**src/rtl/ball_pkg.sv**
```systemverilog
package ball_pkg;
  // Where on a paddle the ball struck
  typedef enum logic [1:0] {
    ZN_MID  = 2'd0,
    ZN_UP   = 2'd1,
    ZN_DOWN = 2'd2
  } zone_e;

  // Kind of update selected for one tick
  typedef enum logic [2:0] {
    ST_HOLD  = 3'd0,
    ST_SERVE = 3'd1,
    ST_FREE  = 3'd2,
    ST_WALL  = 3'd3,
    ST_HIT   = 3'd4,
    ST_MISS  = 3'd5
  } step_e;
endpackage

```
**src/rtl/ball_rst_sync.sv**
```systemverilog
module ball_rst_sync #(
  parameter int STAGES = 2
) (
  input  logic clk,
  input  logic rst_n,
  output logic rst_sync_n
);
  logic [STAGES-1:0] sh_q;

  always_ff @(posedge clk or negedge rst_n) begin
    if (!rst_n) sh_q <= '0;
    else        sh_q <= {sh_q[STAGES-2:0], 1'b1};
  end

  assign rst_sync_n = sh_q[STAGES-1];
endmodule

```
**src/rtl/ball_zone.sv**
```systemverilog
module ball_zone
  import ball_pkg::*;
#(
  parameter int POS_W    = 10,
  parameter int PADDLE_H = 24
) (
  input  logic [POS_W-1:0] ball_y,
  input  logic [POS_W-1:0] pad_y,
  output logic             hit,
  output zone_e            zone
);
  localparam int W     = POS_W + 1;
  localparam int THIRD = PADDLE_H / 3;
  localparam logic [W-1:0] SPAN_W = W'(PADDLE_H);
  localparam logic [W-1:0] UP_W   = W'(THIRD);
  localparam logic [W-1:0] LOW_W  = W'(PADDLE_H - THIRD);

  logic [W-1:0] off;

  always_comb begin
    // A negative offset wraps around and sets the top bit.
    off  = {1'b0, ball_y} - {1'b0, pad_y};
    hit  = !off[W-1] && (off < SPAN_W);
    if (off < UP_W)        zone = ZN_UP;    // upper third
    else if (off >= LOW_W) zone = ZN_DOWN;  // lower third
    else                   zone = ZN_MID;
  end
endmodule

```
**src/rtl/ball_step.sv**
```systemverilog
module ball_step
  import ball_pkg::*;
#(
  parameter int POS_W       = 10,
  parameter int VEL_W       = 4,
  parameter int MAX_VY      = 3,
  parameter int SERVE_SPEED = 2
) (
  input  logic                    run,
  input  logic                    serve_req,
  input  logic                    serve_dir,
  input  logic [POS_W-1:0]        x,
  input  logic [POS_W-1:0]        y,
  input  logic signed [VEL_W-1:0] vx,
  input  logic signed [VEL_W-1:0] vy,
  input  logic [POS_W-1:0]        x_max,
  input  logic [POS_W-1:0]        y_max,
  input  logic                    hit_l,
  input  logic                    hit_r,
  input  zone_e                   zone_l,
  input  zone_e                   zone_r,
  output logic [POS_W-1:0]        nx,
  output logic [POS_W-1:0]        ny,
  output logic signed [VEL_W-1:0] nvx,
  output logic signed [VEL_W-1:0] nvy,
  output logic                    nrun,
  output step_e                   kind
);
  localparam int WD = POS_W + 2;
  localparam logic signed [VEL_W-1:0] SPD_V = VEL_W'(SERVE_SPEED);
  localparam logic signed [VEL_W:0]   VMAX  = (VEL_W+1)'(MAX_VY);
  localparam logic signed [VEL_W:0]   ONE   = (VEL_W+1)'(1);

  function automatic logic signed [VEL_W-1:0] bend(input logic signed [VEL_W-1:0] v,
                                                  input zone_e z);
    logic signed [VEL_W:0] t;
    t = {v[VEL_W-1], v};
    if (z == ZN_UP)        t = t - ONE;
    else if (z == ZN_DOWN) t = t + ONE;
    if (t > VMAX)       t = VMAX;
    else if (t < -VMAX) t = -VMAX;
    return t[VEL_W-1:0];
  endfunction

  logic signed [WD-1:0] sx, sy, xm, ym;
  logic edge_l, edge_r, wall_t, wall_b;

  always_comb begin
    sx = $signed({2'b00, x}) + {{(WD-VEL_W){vx[VEL_W-1]}}, vx};
    sy = $signed({2'b00, y}) + {{(WD-VEL_W){vy[VEL_W-1]}}, vy};
    xm = $signed({2'b00, x_max});
    ym = $signed({2'b00, y_max});
    edge_l = vx[VEL_W-1] && (sx[WD-1] || (sx == '0));
    edge_r = !vx[VEL_W-1] && !sx[WD-1] && (sx >= xm);
    wall_t = sy[WD-1];
    wall_b = !sy[WD-1] && (sy > ym);

    nx = x; ny = y; nvx = vx; nvy = vy; nrun = run; kind = ST_HOLD;
    if (serve_req) begin                       // highest priority
      nx   = x_max >> 1;
      ny   = y_max >> 1;
      nvx  = serve_dir ? SPD_V : -SPD_V;
      nvy  = '0;
      nrun = 1'b1;
      kind = ST_SERVE;
    end else if (run) begin
      if (edge_l || edge_r) begin              // edge before wall
        nx = edge_l ? '0 : x_max;
        if (edge_l ? hit_l : hit_r) begin
          nvx  = -vx;
          nvy  = bend(vy, edge_l ? zone_l : zone_r);
          kind = ST_HIT;
        end else begin
          nrun = 1'b0;
          kind = ST_MISS;
        end
      end else if (wall_t || wall_b) begin
        nx   = sx[POS_W-1:0];
        ny   = wall_t ? '0 : y_max;
        nvy  = -vy;
        kind = ST_WALL;
      end else begin
        nx   = sx[POS_W-1:0];
        ny   = sy[POS_W-1:0];
        kind = ST_FREE;
      end
    end
  end
endmodule

```
**src/rtl/ball_motion.sv**
```systemverilog
module ball_motion
  import ball_pkg::*;
#(
  parameter int POS_W       = 10,
  parameter int VEL_W       = 4,
  parameter int PADDLE_H    = 24,
  parameter int MAX_VY      = 3,
  parameter int SERVE_SPEED = 2
) (
  input  logic             clk,
  input  logic             rst_n,
  input  logic             tick_en,
  input  logic             serve_req,
  input  logic             serve_dir,
  input  logic [POS_W-1:0] x_max,
  input  logic [POS_W-1:0] y_max,
  input  logic [POS_W-1:0] left_pad_y,
  input  logic [POS_W-1:0] right_pad_y,
  output logic [POS_W-1:0] ball_x,
  output logic [POS_W-1:0] ball_y,
  output logic             miss
);
  localparam int SIDES = 2;

  logic rst_sync_n;
  logic [POS_W-1:0] x_q, y_q, x_d, y_d;
  logic signed [VEL_W-1:0] vx_q, vy_q, vx_d, vy_d;
  logic run_q, run_d, miss_q;
  step_e kind;
  logic  hit_s  [SIDES];
  zone_e zone_s [SIDES];

  ball_rst_sync #(.STAGES(2)) u_rst (
    .clk(clk), .rst_n(rst_n), .rst_sync_n(rst_sync_n)
  );

  // index 0 = left paddle, 1 = right paddle
  for (genvar s = 0; s < SIDES; s++) begin : g_side
    ball_zone #(.POS_W(POS_W), .PADDLE_H(PADDLE_H)) u_zone (
      .ball_y(y_q),
      .pad_y (s == 0 ? left_pad_y : right_pad_y),
      .hit   (hit_s[s]),
      .zone  (zone_s[s])
    );
  end

  ball_step #(
    .POS_W(POS_W), .VEL_W(VEL_W), .MAX_VY(MAX_VY), .SERVE_SPEED(SERVE_SPEED)
  ) u_step (
    .run(run_q), .serve_req(serve_req), .serve_dir(serve_dir),
    .x(x_q), .y(y_q), .vx(vx_q), .vy(vy_q),
    .x_max(x_max), .y_max(y_max),
    .hit_l(hit_s[0]), .hit_r(hit_s[1]),
    .zone_l(zone_s[0]), .zone_r(zone_s[1]),
    .nx(x_d), .ny(y_d), .nvx(vx_d), .nvy(vy_d), .nrun(run_d), .kind(kind)
  );

  // reset state; R2 clock enable on tick only
  always_ff @(posedge clk or negedge rst_sync_n) begin
    if (!rst_sync_n) begin
      x_q <= '0; y_q <= '0; vx_q <= '0; vy_q <= '0;
      run_q <= 1'b0; miss_q <= 1'b0;
    end else begin
      miss_q <= tick_en && (kind == ST_MISS);   // single-cycle pulse
      if (tick_en) begin
        x_q <= x_d; y_q <= y_d; vx_q <= vx_d; vy_q <= vy_d; run_q <= run_d;
      end
    end
  end

  assign ball_x = x_q;
  assign ball_y = y_q;
  assign miss   = miss_q;
endmodule

```
**config.mk**
```make
export PLATFORM = sky130hd
export DESIGN_NAME = ball_motion
export DESIGN_NICKNAME = d
export VERILOG_FILES = /design/src/rtl/ball_pkg.sv /design/src/rtl/ball_rst_sync.sv /design/src/rtl/ball_zone.sv /design/src/rtl/ball_step.sv /design/src/rtl/ball_motion.sv
export SDC_FILE = /design/constraint.sdc
export NUM_CORES = 1
export LEC_CHECK = 0
export ABC_AREA = 1
export BUFFER_PORTS_ARGS = -buffer_cell sky130_fd_sc_hd__buf_2
export CORE_AREA = 2 2 108 89
export CTS_CLUSTER_DIAMETER = 150
export DETAILED_ROUTE_END_ITERATION = 10
export DIE_AREA = 0 0 110 91
export PLACE_DENSITY = 0.82
export SETUP_SLACK_MARGIN = 0.4
export SYNTH_ARGS = -nofsm -noshare
export SYNTH_HDL_FRONTEND = slang
export SYNTH_HIERARCHICAL = 1
export SYNTH_SLANG_ARGS = --single-unit
```
**constraint.sdc**
```tcl
create_clock -name clk -period 1.21 [get_ports clk]
set_input_delay 0.0605 -clock clk [delete_from_list [all_inputs] [get_ports clk]]
set_output_delay 0.0605 -clock clk [all_outputs]
set_load 0.005 [all_outputs]
```
==> results of run 1 <==
-- through the flow --
stage	instances	instance area [sq um]	setup WS (ps)
4_1_cts	1272	7923	-2242
3_5_place_dp	1249	7307	-2267
3_3_place_gp	1249	7307	-2076
2_1_floorplan	904	5503	-1915
-- cells in the mapped netlist (7+ instances only) --
cell type and count:
nand3_1 74, clkbuf_1 8, o21ai_0 23, xor2_1 9, dfrtp_1 32, nand2_1 313, nor3_1 8, nand4_1 16
inv_1 144, nand2_2 23, nor2_1 48, ha_1 66, a21oi_1 43, nand3b_1 11, o211ai_1 11, buf_2 8
inv_2 7
-- metal layers --
layer	global-route usage	overflow
met3	0.7674	7
met2	1.371	766
met5	0.4341	1
met1	0.9080	4
met4	1.174	238
-- cells by family after synthesis --
kind of cell	after synthesis
and+or+nand+nor	511
buffers and inverters	170
AOI/OAI and AO/OA	106
adders and majority gates	70
DFF	32
xor gates and xnor gates	13
other	1
muxes	1
-- repair_timing --
item	in CTS
hold buffers	1
resized for setup	87
hold endpoints to repair	2
setup endpoints to repair	51
pin swaps	31
setup buffers	14
==> summary.md, run 1 <==
| Metric | Value |
|---|---|
| DPL Wire Length | `15050 um` |
| Synth cell types | `40` |
| # H-tree levels | `2` |
| Xor and xnor area share after synthesis | `0.02122` |
| CTS sink cnt | `32` |
| Netlist Area Pre-Place | `0.005366 sq mm` |
| Worst endpoint type | `sequential cell input` |
| Grt repair worst endpoint | `ball_y[1]$_DFFE_PN0P_/D` |
| # rows | `31` |
| Post-synthesis mux area share | `0.002565` |
| GP Congestion | `1.016` |
| I/O pins | `66` |
| Ys async rst share | `1.000` |
| Simple-gate share of the synthesized area | `0.4187` |
| Outcome | `aborted with a tool error` |
| Max clock buf depth | `2` |
| Prevailing post-synth register cell | `dfrtp_1` |
| GRT Resource Usage Total | `1.038` |
| #FFs+latches synth | `32` |
| Log Error | `[ERROR GRT-0232] Routing congestion too high. Check the congestion heatmap in the GUI.` |
| Register area share after synthesis | `0.1492` |
| Top-area cell type share of the netlist area | `0.2189` |
| Grt ovf | `1016` |
| Synth warn | `6` |
| Synth area leaders | `nand2_1, ha_1, dfrtp_1` |
| Post-synth EDFFs | `0` |
| Largest family of logic cells by synthesized area | `simple AND/OR/NAND/NOR gates` |
| Syn Nets | `1019` |
| Syn avg cell area | `5.936 sq um` |
| Initial Util | `0.6042` |
| Num CTS Buffers | `5` |
| Exit stage | `global routing` |
| IO buf count | `65` |
| Post-synthesis compound-gate area fraction | `0.1159` |
| Chip Width | `110 um` |
| CTS Root Cell | `clkbuf_8` |
| Largest net degree at the start of global routing | `31` |
| Die height | `91 um` |
| Synth Area in Adders | `0.1688` |
| Mapped Cells | `904` |
| Post-synth top area cell | `nand2_1` |
==> run 2, diff against run 1 <==
--- a/config.mk
+++ b/config.mk
@@ -7,12 +7,10 @@
 export LEC_CHECK = 0
 export ABC_AREA = 1
 export BUFFER_PORTS_ARGS = -buffer_cell sky130_fd_sc_hd__buf_2
-export CORE_AREA = 2 2 108 89
-export CTS_CLUSTER_DIAMETER = 150
+export CORE_AREA = 2 2 119 121
 export DETAILED_ROUTE_END_ITERATION = 10
-export DIE_AREA = 0 0 110 91
-export PLACE_DENSITY = 0.82
-export SETUP_SLACK_MARGIN = 0.4
+export DIE_AREA = 0 0 121 123
+export PLACE_DENSITY_LB_ADDON = 0.15
 export SYNTH_ARGS = -nofsm -noshare
 export SYNTH_HDL_FRONTEND = slang
 export SYNTH_HIERARCHICAL = 1
==> summary.md, run 2 <==
| Metric | Value |
|---|---|
| Outcome | `complete, but fails checks` |
| Failing checks | `negative setup slack` |
| Worst vdd ir | `1.173 mV` |
| Grt ovf | `0` |
| GP Congestion | `0.9344` |
| Required time of the critical path | `1420 ps` |
| Sw Share | `0.4847` |
| CTS sink cnt | `32` |
| Max_cap viols | `0` |
| Antenna-violating nets left | `0` |
| Cell Int Power | `9.048 mW` |
| Bufs and invs on worst path | `3` |
| Core area | `0.01361 sq mm` |
| IO buf count | `65` |
| Switching power | `8.512 mW` |
| Crit-path max FO | `7` |
| Syn Nets | `1019` |
| # H-tree levels | `2` |
| DR WL/cell | `13.73 um` |
| Power density cells | `2134 mW/mm^2` |
| Clk_skew | `7.907 ps` |
| Post-route DRC | `0` |
| Commonest cells in the netlist | `nand2_1, inv_1, nand3_1, ha_1, nor2_1` |
| Largest net degree at the start of global routing | `31` |
| Most frequent cells in the layout | `nand2_1, buf_4, inv_1, buf_2, nand3_1` |
| Most common cell on crit path | `nand2_1` |
| I/O pins | `66` |
| Setup crit end kind | `flop` |
| Cell chain of the critical path | `ha_4, nand2_1, inv_1, nand3_1, nand2_1, nand2_1, nand2_1, inv_1, ha_4, a21oi_4, nor2_2, a211oi_2, nand2_1, nand3_1, nand4_1, nand3_2, nand2_4, nor2_4, clkinv_4, nor2_4, o211ai_1, a22oi_1, nand2_1, nand2_1` |
| Num CTS Buffers | `5` |
| DR vias/cell | `4.914` |
| Most common cell after layout, fill and taps aside | `nand2_1` |
| Drt pass-1 iters | `5` |
| Static leakage | `4.606 nW` |
| Max clock buf depth | `2` |
| Final setup fails | `29` |
| Fmax | `0.2881 GHz` |
| Chip Width | `121 um` |
| CTS tree | `yes` |
| Final Cycle Share | `2.869` |
| Layout Cells excl Fill | `1342` |
| GRT Resource Usage Total | `0.2416` |
| Final hold violations | `0` |
| Post-synth EDFFs | `0` |
| Synth cell types | `40` |
| Clk_lat worst skew | `280 ps` |
| Routed WL | `18430 um` |
| Share of cells above drive strength 1 | `0.3623` |
| Initial antenna violation count | `0` |
| Ant diodes | `0` |
| Syn avg cell area | `5.936 sq um` |
| CP peak stage delay | `500 ps` |
| Placed cell count | `1314` |
| Vias | `6594` |
| Clk slew on worst S/H paths | `60 ps` |
| Netlist Area Pre-Place | `0.005366 sq mm` |
| Slowest-stage cell, CP | `dfrtp_2` |
| Ys async rst share | `1.000` |
| Most frequent cell after synthesis | `nand2_1` |
| Register area share after synthesis | `0.1492` |
| Total Power | `17.56 mW` |
| Final net count | `1276` |
| Pre-CTS WS | `-2150 ps` |
| Sequential power share | `0.098` |
| Post-synth top area cell | `nand2_1` |
| Clock Power Share | `0.084` |
| Fill cells | `1328` |
| Final setup margin | `-2261 ps` |
| Unrepaired setup endpoints after global routing | `true` |
| Hold WC Path Type | `in -> async` |
| Final Critical Period | `3471 ps` |
| Prevailing post-synth register cell | `dfrtp_1` |
| #FFs+latches synth | `32` |
| DPL Wire Length | `13700 um` |
| Synth warn | `6` |
| Startpoint Class | `flop` |
| Die height | `123 um` |
| Number of global-route vias before repair | `6200` |
| Data arrival time of the worst path | `3680 ps` |
| Kind of critical path | `reg -> reg` |
| Mapped Cells | `904` |
| Initial DRC count | `405` |
| # rows | `43` |
| Max-slew violations | `0` |
| First-pass GRT wire length | `29050 um` |
| Initial Util | `0.3942` |
| Synth area leaders | `nand2_1, ha_1, dfrtp_1` |
| Final hold slack | `89.93 ps` |
| CTS Root Cell | `clkbuf_16` |
| Combinational share of power | `0.818` |
| Top Family by Delay on Critical Path | `simple AND/OR/NAND/NOR gates` |
| Top-area cell type share of the netlist area | `0.2189` |
| Die area | `0.01488 sq mm` |
| Synth-to-Final Area Change | `53.37%` |
## run 2: layout make-up
cell class / instances / area, sq um / area share
inverters: 152 / 581.8 / 0.07069
multi-input cells: 702 / 4472 / 0.5433
clock buffers: 6 / 128.9 / 0.01566
clock inverters: 2 / 35.03 / 0.004257
flip-flops and latches: 32 / 805.8 / 0.09790
repair buffers: 268 / 1982 / 0.2408
well taps: 180 / 225.2 / 0.02736
## run 2: power groups by stage
stage / registers (mW) / logic, mW / clock network [mW]
floorplan: 1.78 / 7.29 / 0
global placement: 1.69 / 12.3 / 0
detailed placement: 1.70 / 12.3 / 0
CTS: 1.71 / 13.2 / 1.51
global route: 1.76 / 15.9 / 1.55
finish: 1.72 / 14.4 / 1.48
## run 2: through the flow
step | setup TNS (ps) | area (sq um) | utilization
after global placement | -57830 | 7362 | 0.5409
after global routing | -68100 | 8230 | 0.6047
after detailed placement | -58890 | 7362 | 0.5409
final | -61340 | 8230 | 0.6047
after floorplan | -51610 | 5499 | -
after CTS | -57420 | 7891 | 0.5797
## run 2: kinds of logic after synthesis
family / Yosys count / share of synthesized area
multiplexers: 1 / 0.002564
buffers and inverters: 170 / 0.1229
adder cells (fa/ha/maj): 70 / 0.1688
AO/OA/AOI/OAI: 106 / 0.1159
AND/OR/NAND/NOR: 511 / 0.4187
flip-flops: 32 / 0.1492
other: 1 / 0.0006988
XOR/XNOR: 13 / 0.02122
## run 2: timing repair
action,CTS,global route
endpoints found under the setup margin,30,31
hold buffers,1,0
resized for setup,63,54
pin swaps,32,42
buffers inserted,11,8
endpoints found under the hold margin,2,0
gates cloned,0,2
## run 2: final timing paths
path	startpoint	end	slack (ps)	cells after the start
setup / recovery	vx_q[3]	ball_y[1]	-2260	24
hold / removal	rst_n	u_rst/sh_q[0]	90	2
setup reg to reg	vx_q[3]	ball_y[1]	-2260	24
hold reg to reg	u_rst/sh_q[1]	ball_x[0]	230	1
max in group asynchronous	u_rst/sh_q[1]	vy_q[3]	780	1
min in group clk	tick_en	ball_x[1]	90	4
## run 2: routing by layer
metal	global-route usage	vias to the layer above	share of wire
li1	-	3415	-
met1	0.3202	2975	0.46
met2	0.4199	162	0.47
met3	0.01937	42	0.044
met4	0.07195	0	0.027
met5	0	-	0
(Power assumes the default switching activity.)
